<file path="config.mk">
export PLATFORM = sky130hd
export DESIGN_NAME = pic_masked_ctrl
export DESIGN_NICKNAME = d
export VERILOG_FILES = /design/src/rtl/pic_pkg.sv /design/src/rtl/pic_status_bank.sv /design/src/rtl/pic_req_fsm.sv /design/src/rtl/pic_masked_ctrl.sv
export SDC_FILE = /design/constraint.sdc
export NUM_CORES = 1
export LEC_CHECK = 0
export ABC_AREA = 1
export ABC_CLOCK_PERIOD_IN_PS = 1150
export BUFFER_PORTS_ARGS = -buffer_cell sky130_fd_sc_hd__buf_2
export CORE_MARGIN = 4
export CORE_UTILIZATION = 48
export CTS_CLUSTER_SIZE = 28
export DETAILED_ROUTE_END_ITERATION = 7
export PLACE_DENSITY = 0.8
export SLEW_MARGIN = 10
export SYNTH_ARGS = -nofsm -noshare
export SYNTH_HDL_FRONTEND = slang
export SYNTH_SLANG_ARGS = --single-unit
</file>
<file path="constraint.sdc">
create_clock -name clk -period 1.15 [get_ports clk]
set_input_delay 0.0575 -clock clk [delete_from_list [all_inputs] [get_ports clk]]
set_output_delay 0.0575 -clock clk [all_outputs]
set_load 0.005 [all_outputs]
</file>
<file path="src/rtl/pic_pkg.sv">
package pic_pkg;
    localparam int unsigned GROUP_SHIFT = 11;

    function automatic logic [15:0] spr_address(input int unsigned grp, input int unsigned idx);
        return 16'((grp << GROUP_SHIFT) + idx);
    endfunction

    typedef enum logic {
        REQ_IDLE   = 1'b0,
        REQ_ACTIVE = 1'b1
    } req_state_e;
endpackage

</file>
<file path="src/rtl/pic_status_bank.sv">
module pic_status_bank #(
    parameter int unsigned N = 32
) (
    input  logic         clk,
    input  logic         rst_n,
    input  logic [N-1:0] src,
    input  logic         clr_en,
    input  logic [N-1:0] clr_bits,
    output logic [N-1:0] status
);
    logic [N-1:0] src_q;
    logic [N-1:0] rise;

    always_ff @(posedge clk or negedge rst_n) begin
        if (!rst_n) src_q <= '0;
        else        src_q <= src;
    end

    assign rise = src & ~src_q;

    for (genvar b = 0; b < N; b++) begin : g_bit
        always_ff @(posedge clk or negedge rst_n) begin
            if (!rst_n)
                status[b] <= 1'b0;
            else if (rise[b])
                status[b] <= 1'b1;
            else if (clr_en && clr_bits[b])
                status[b] <= 1'b0;
        end
    end

    // any edge seen sets its bit regardless of a concurrent clear
    a_r4_set_wins: assert property (@(posedge clk) disable iff (!rst_n)
        1'b1 |=> (($past(rise) & ~status) == '0));
    // a clear without a competing edge empties the bit
    a_r3_w1c_clears: assert property (@(posedge clk) disable iff (!rst_n)
        clr_en |=> ((status & $past(clr_bits) & ~$past(rise)) == '0));
    // bits fall only under a clearing write
    a_r3_no_stray_clear: assert property (@(posedge clk) disable iff (!rst_n)
        1'b1 |=> (($past(status) & ~($past(clr_bits) & {N{$past(clr_en)}}) & ~status) == '0));
endmodule

</file>
<file path="src/rtl/pic_req_fsm.sv">
module pic_req_fsm (
    input  logic clk,
    input  logic rst_n,
    input  logic pending,
    output logic req
);
    import pic_pkg::*;

    req_state_e state, state_nx;

    always_ff @(posedge clk or negedge rst_n) begin
        if (!rst_n) state <= REQ_IDLE;
        else        state <= state_nx;
    end

    always_comb begin
        state_nx = state;
        unique case (state)
            REQ_IDLE:   if (pending)  state_nx = REQ_ACTIVE;
            REQ_ACTIVE: if (!pending) state_nx = REQ_IDLE;
            default:    state_nx = REQ_IDLE;
        endcase
        req = (state == REQ_ACTIVE);
    end

    // request follows the masked pending set with one clock of lag
    a_r6_req_lag: assert property (@(posedge clk) disable iff (!rst_n)
        1'b1 |=> (req == $past(pending)));
endmodule

</file>
<file path="src/rtl/pic_masked_ctrl.sv">
module pic_masked_ctrl #(
    parameter int unsigned NUM_SRC   = 32,
    parameter int unsigned ADDR_W    = 16,
    parameter int unsigned PIC_GROUP = 9,
    parameter int unsigned MASK_IDX  = 0,
    parameter int unsigned STAT_IDX  = 2
) (
    input  logic               clk,
    input  logic               rst_n,
    input  logic [NUM_SRC-1:0] irq_src,
    input  logic               spr_we,
    input  logic [ADDR_W-1:0]  spr_addr,
    input  logic [NUM_SRC-1:0] spr_wdata,
    output logic [NUM_SRC-1:0] spr_rdata,
    output logic [NUM_SRC-1:0] stat_o,
    output logic [NUM_SRC-1:0] mask_o,
    output logic               irq_o
);
    import pic_pkg::*;

    localparam logic [ADDR_W-1:0] MASK_ADDR = ADDR_W'(spr_address(PIC_GROUP, MASK_IDX));
    localparam logic [ADDR_W-1:0] STAT_ADDR = ADDR_W'(spr_address(PIC_GROUP, STAT_IDX));

    logic               hit_mask, hit_stat;
    logic [NUM_SRC-1:0] mask_q;
    logic [NUM_SRC-1:0] status;

    assign hit_mask = (spr_addr == MASK_ADDR);
    assign hit_stat = (spr_addr == STAT_ADDR);

    always_ff @(posedge clk or negedge rst_n) begin
        if (!rst_n)                  mask_q <= '0;
        else if (spr_we && hit_mask) mask_q <= spr_wdata;
    end

    pic_status_bank #(.N(NUM_SRC)) u_bank (
        .clk      (clk),
        .rst_n    (rst_n),
        .src      (irq_src),
        .clr_en   (spr_we && hit_stat),
        .clr_bits (spr_wdata),
        .status   (status)
    );

    pic_req_fsm u_fsm (
        .clk     (clk),
        .rst_n   (rst_n),
        .pending (|(status & mask_q)),
        .req     (irq_o)
    );

    always_comb begin
        if (hit_mask)      spr_rdata = mask_q;
        else if (hit_stat) spr_rdata = status;
        else               spr_rdata = '0;
    end

    assign stat_o = status;
    assign mask_o = mask_q;

    // mask write replaces contents
    a_r5_mask_load: assert property (@(posedge clk) disable iff (!rst_n)
        (spr_we && spr_addr == MASK_ADDR) |=> (mask_o == $past(spr_wdata)));
    // mask holds without its own write
    a_r8_mask_hold: assert property (@(posedge clk) disable iff (!rst_n)
        !(spr_we && spr_addr == MASK_ADDR) |=> $stable(mask_o));
endmodule

</file>
==> results.yml <==
logic_synthesis:
  ys_ff_latch: 97
  synth-edff-count: 0
  synthFlopType: "dfrtp_1"
  ys_seq_area_share_pct: 55.1
  async_flop_share_pct: 100
  yosys_warnings: 0
  syn_area_per_cell_sq_um: 8.09
  syn_area_sq_um: 4400
  synth_cells: 544
  synth_nets: 627
  synth_cell_type_count: 17
critical_path:
  arrival_ns: 1.22
  required_ns: 1.09
  cp-start-kind: "register"
  crit_type: "reg -> out"
  path_cells: "buf_6, nand4_1, nand2_1, buf_2"
  cp_slowest_stage_delay_ns: 0.41
  critPathCaptureType: "primary output"
  crit_slowest_cell: "dfrtp_1"
  r2r-start: "u_bank.status[31]$_DFFE_PN0P_"
  path_max_fanout: 3
  startpoint: "u_bank.status[31]$_DFFE_PN0P_"
cells_and_area:
  design_area_sq_um: 7350
  diodes: 0
  stdcell_count: 956
  drive_gt1_share_pct: 37.0
  area_growth_pct: 67.0
  finalNetCount: 926
floorplan:
  die_w_um: 104
  dieArea_sq_um: 10800
  core.rowCount: 34
  die_h_um: 104
  coreArea_sq_um: 8810
  initial_core_util_pct: 50.0
  ios: 180
job:
  maxCapViolCount: 0
detailed_routing:
  wirelength_mm: 17.5
  vias: 5265
  vias_per_cell: 5.51
  drt-initial-drc-count: 415
  wl_per_cell_um: 18.3
  drt_first_pass_iters: 5
  ant_nets: 0
  drcViolationCount: 0
placed_design:
  placed_cells: 828
  place_congestion: 0.895
  port_buffers: 179
  placed_area_sq_um: 5530
  dpl.hpwl_mm: 9.78
clock_network:
  cts_buffers: 9
  cts_tree: "built"
  clock_latency_ns: 0.36
  htreeDepth: 3
  cts_sinks: 97
  clockBufferDepth: 2
  clkTransAtPathRegs_ns: 0.10
  cts.root.buffer_cell: "clkbuf_8"
global_routing:
  grt_pass1_vias: 4935
  grt_overflow_total: 0
  grt_usage_pct: 28.3
  grt_first_pass_wirelength_mm: 24.6
  grt_max_degree: 98
  antenna_found_initial: 0
timing:
  final.period_utilization_pct: 111
  setup_viol: 33
  finClkSkew_ns: 0.0161
  worstMarginPinSlew_ns: 0.520
  clock.fmax_mhz: 786
  rsz0062_at_grt: "yes"
  setup-tns-final_ns: -1.65
  final-hold-violation-count: 0
  finalMaxSlewViolations: 0
  setup_ws_ns: -0.123
  slew_headroom_pct: 65.3
  period_minus_slack_ns: 1.27
pwr:
  p_seq_share_pct: 54.2
  vdd_drop_max_v: 0.000648
  power_mw: 6.42
  p_comb_share_pct: 9.7
  powerDensity_nw_per_um2: 874
  p_sw_share_pct: 24.2
  leakagePower_nw: 4.00
  netSwitchingPower_mw: 1.55
  internal_power_mw: 4.87
  clkPwrFrac_pct: 36.1
outcome:
  status: "complete, but fails checks"
  violations: "setup timing"
min_path:
  holdCritStartpoint: "spr_we"
  min_path_type: "in -> reg"
## placed cells by master (no fill, tap or decap), types with 3 or more instances in the layout
cell,n
dfrtp_1,97
clkbuf_16,9
buf_8,3
buf_12,10
buf_2,165
nand4_1,69
dlygate4sd3_1,65
buf_4,37
nor2_4,8
buf_6,23
nand2_1,200
nor2_1,4
o21ai_1,32
nand2_2,25
nand2_4,7
clkinv_4,3
inv_1,67
clkbuf_8,10
## path summary, 6_finish.rpt
kind                                                 endpoint  slack [ns]  depth (start not counted)
worst max-delay path                            spr_rdata[31]       -0.12                          4
worst min-delay path                   mask_o[19]$_DFFE_PN0P_        0.23                          4
worst max register to register            u_fsm.req$_DFF_PN0_       -0.06                          6
worst min register to register  u_bank.status[22]$_DFFE_PN0P_        0.47                          3
max in group asynchronous              mask_o[20]$_DFFE_PN0P_        0.47                          3
min in group asynchronous           u_bank.src_q[7]$_DFF_PN0_        0.29                          3
## routing by layer
layer  share of wire, %  track usage [%]  vias up
met3                8.8             5.60      101
met1                 36             34.1     2433
met5                  0                0        -
met4                5.8             15.4        0
li1                   -                -     2331
met2                 50             47.7      400
## cell families after synthesis
group / Yosys count / share of synthesized area [%]
and+or+nand+nor: 319 / 31.8
DFF: 97 / 55.1
buffers and inverters: 96 / 9.41
AOI/OAI and AO/OA: 32 / 3.64
## cells in the mapped netlist (4+ instances only)
library cell	n	area share, %
nand4_1	69	9.8
buf_6	4	1.0
buf_2	13	1.5
clkbuf_1	6	0.51
nor2_1	11	0.94
dfrtp_1	97	55
o21ai_1	32	3.6
nand2_1	232	20
inv_1	67	5.7
## worst max-delay path, delay by kind of cell, from the launching register on
family / cells / cell delay [ns]
flip-flops: 1 / 0.41
AND/OR/NAND/NOR: 2 / 0.18
buffers and inverters: 2 / 0.26
## sequential cells by signal, indices dropped and copies added, names as in the netlist
register,flops
mask_o,32
u_bank.src_q,32
u_bank.status,32
u_fsm.req,1
## power groups by stage
stage                     Sequential (mW)  Combinational, mW  Clock, mW
after global placement               3.55              0.364          0
final                                3.48              0.624       2.32
after global routing                 3.49              0.683       2.49
after detailed placement             3.55              0.374          0
after floorplan                      3.55             0.0954          0
after CTS                            3.48              0.570       2.32
## repair_timing
item / in CTS / in global routing
hold buffers: 65 / 0
endpoints found under the setup margin: 32 / 33
setup buffers: 14 / 24
pin swaps: 16 / 46
endpoints found under the hold margin: 193 / 0
gates resized for setup: 51 / 54
cloned: 3 / 9
## per-stage QoR
step                      setup WS, ns  hold slack [ns]  util [%]
final                           -0.123            0.233      83.5
after global routing            -0.161            0.235      83.5
after CTS                      -0.0577            0.215      76.5
after detailed placement        -0.226            0.154      62.8
after global placement          -0.156            0.149      62.8
after floorplan                  0.147           -0.238         -
## layout make-up
cell class / count / area [sq um]
tap: 108 / 135
clock inverter: 6 / 66.3
timing repair buffer: 315 / 2580
clock buffer: 10 / 138
sequential: 97 / 2430
inverter: 69 / 267
fill: 506 / 1460
multi-input combinational: 351 / 1740
Power figures use the tool's default switching activity.
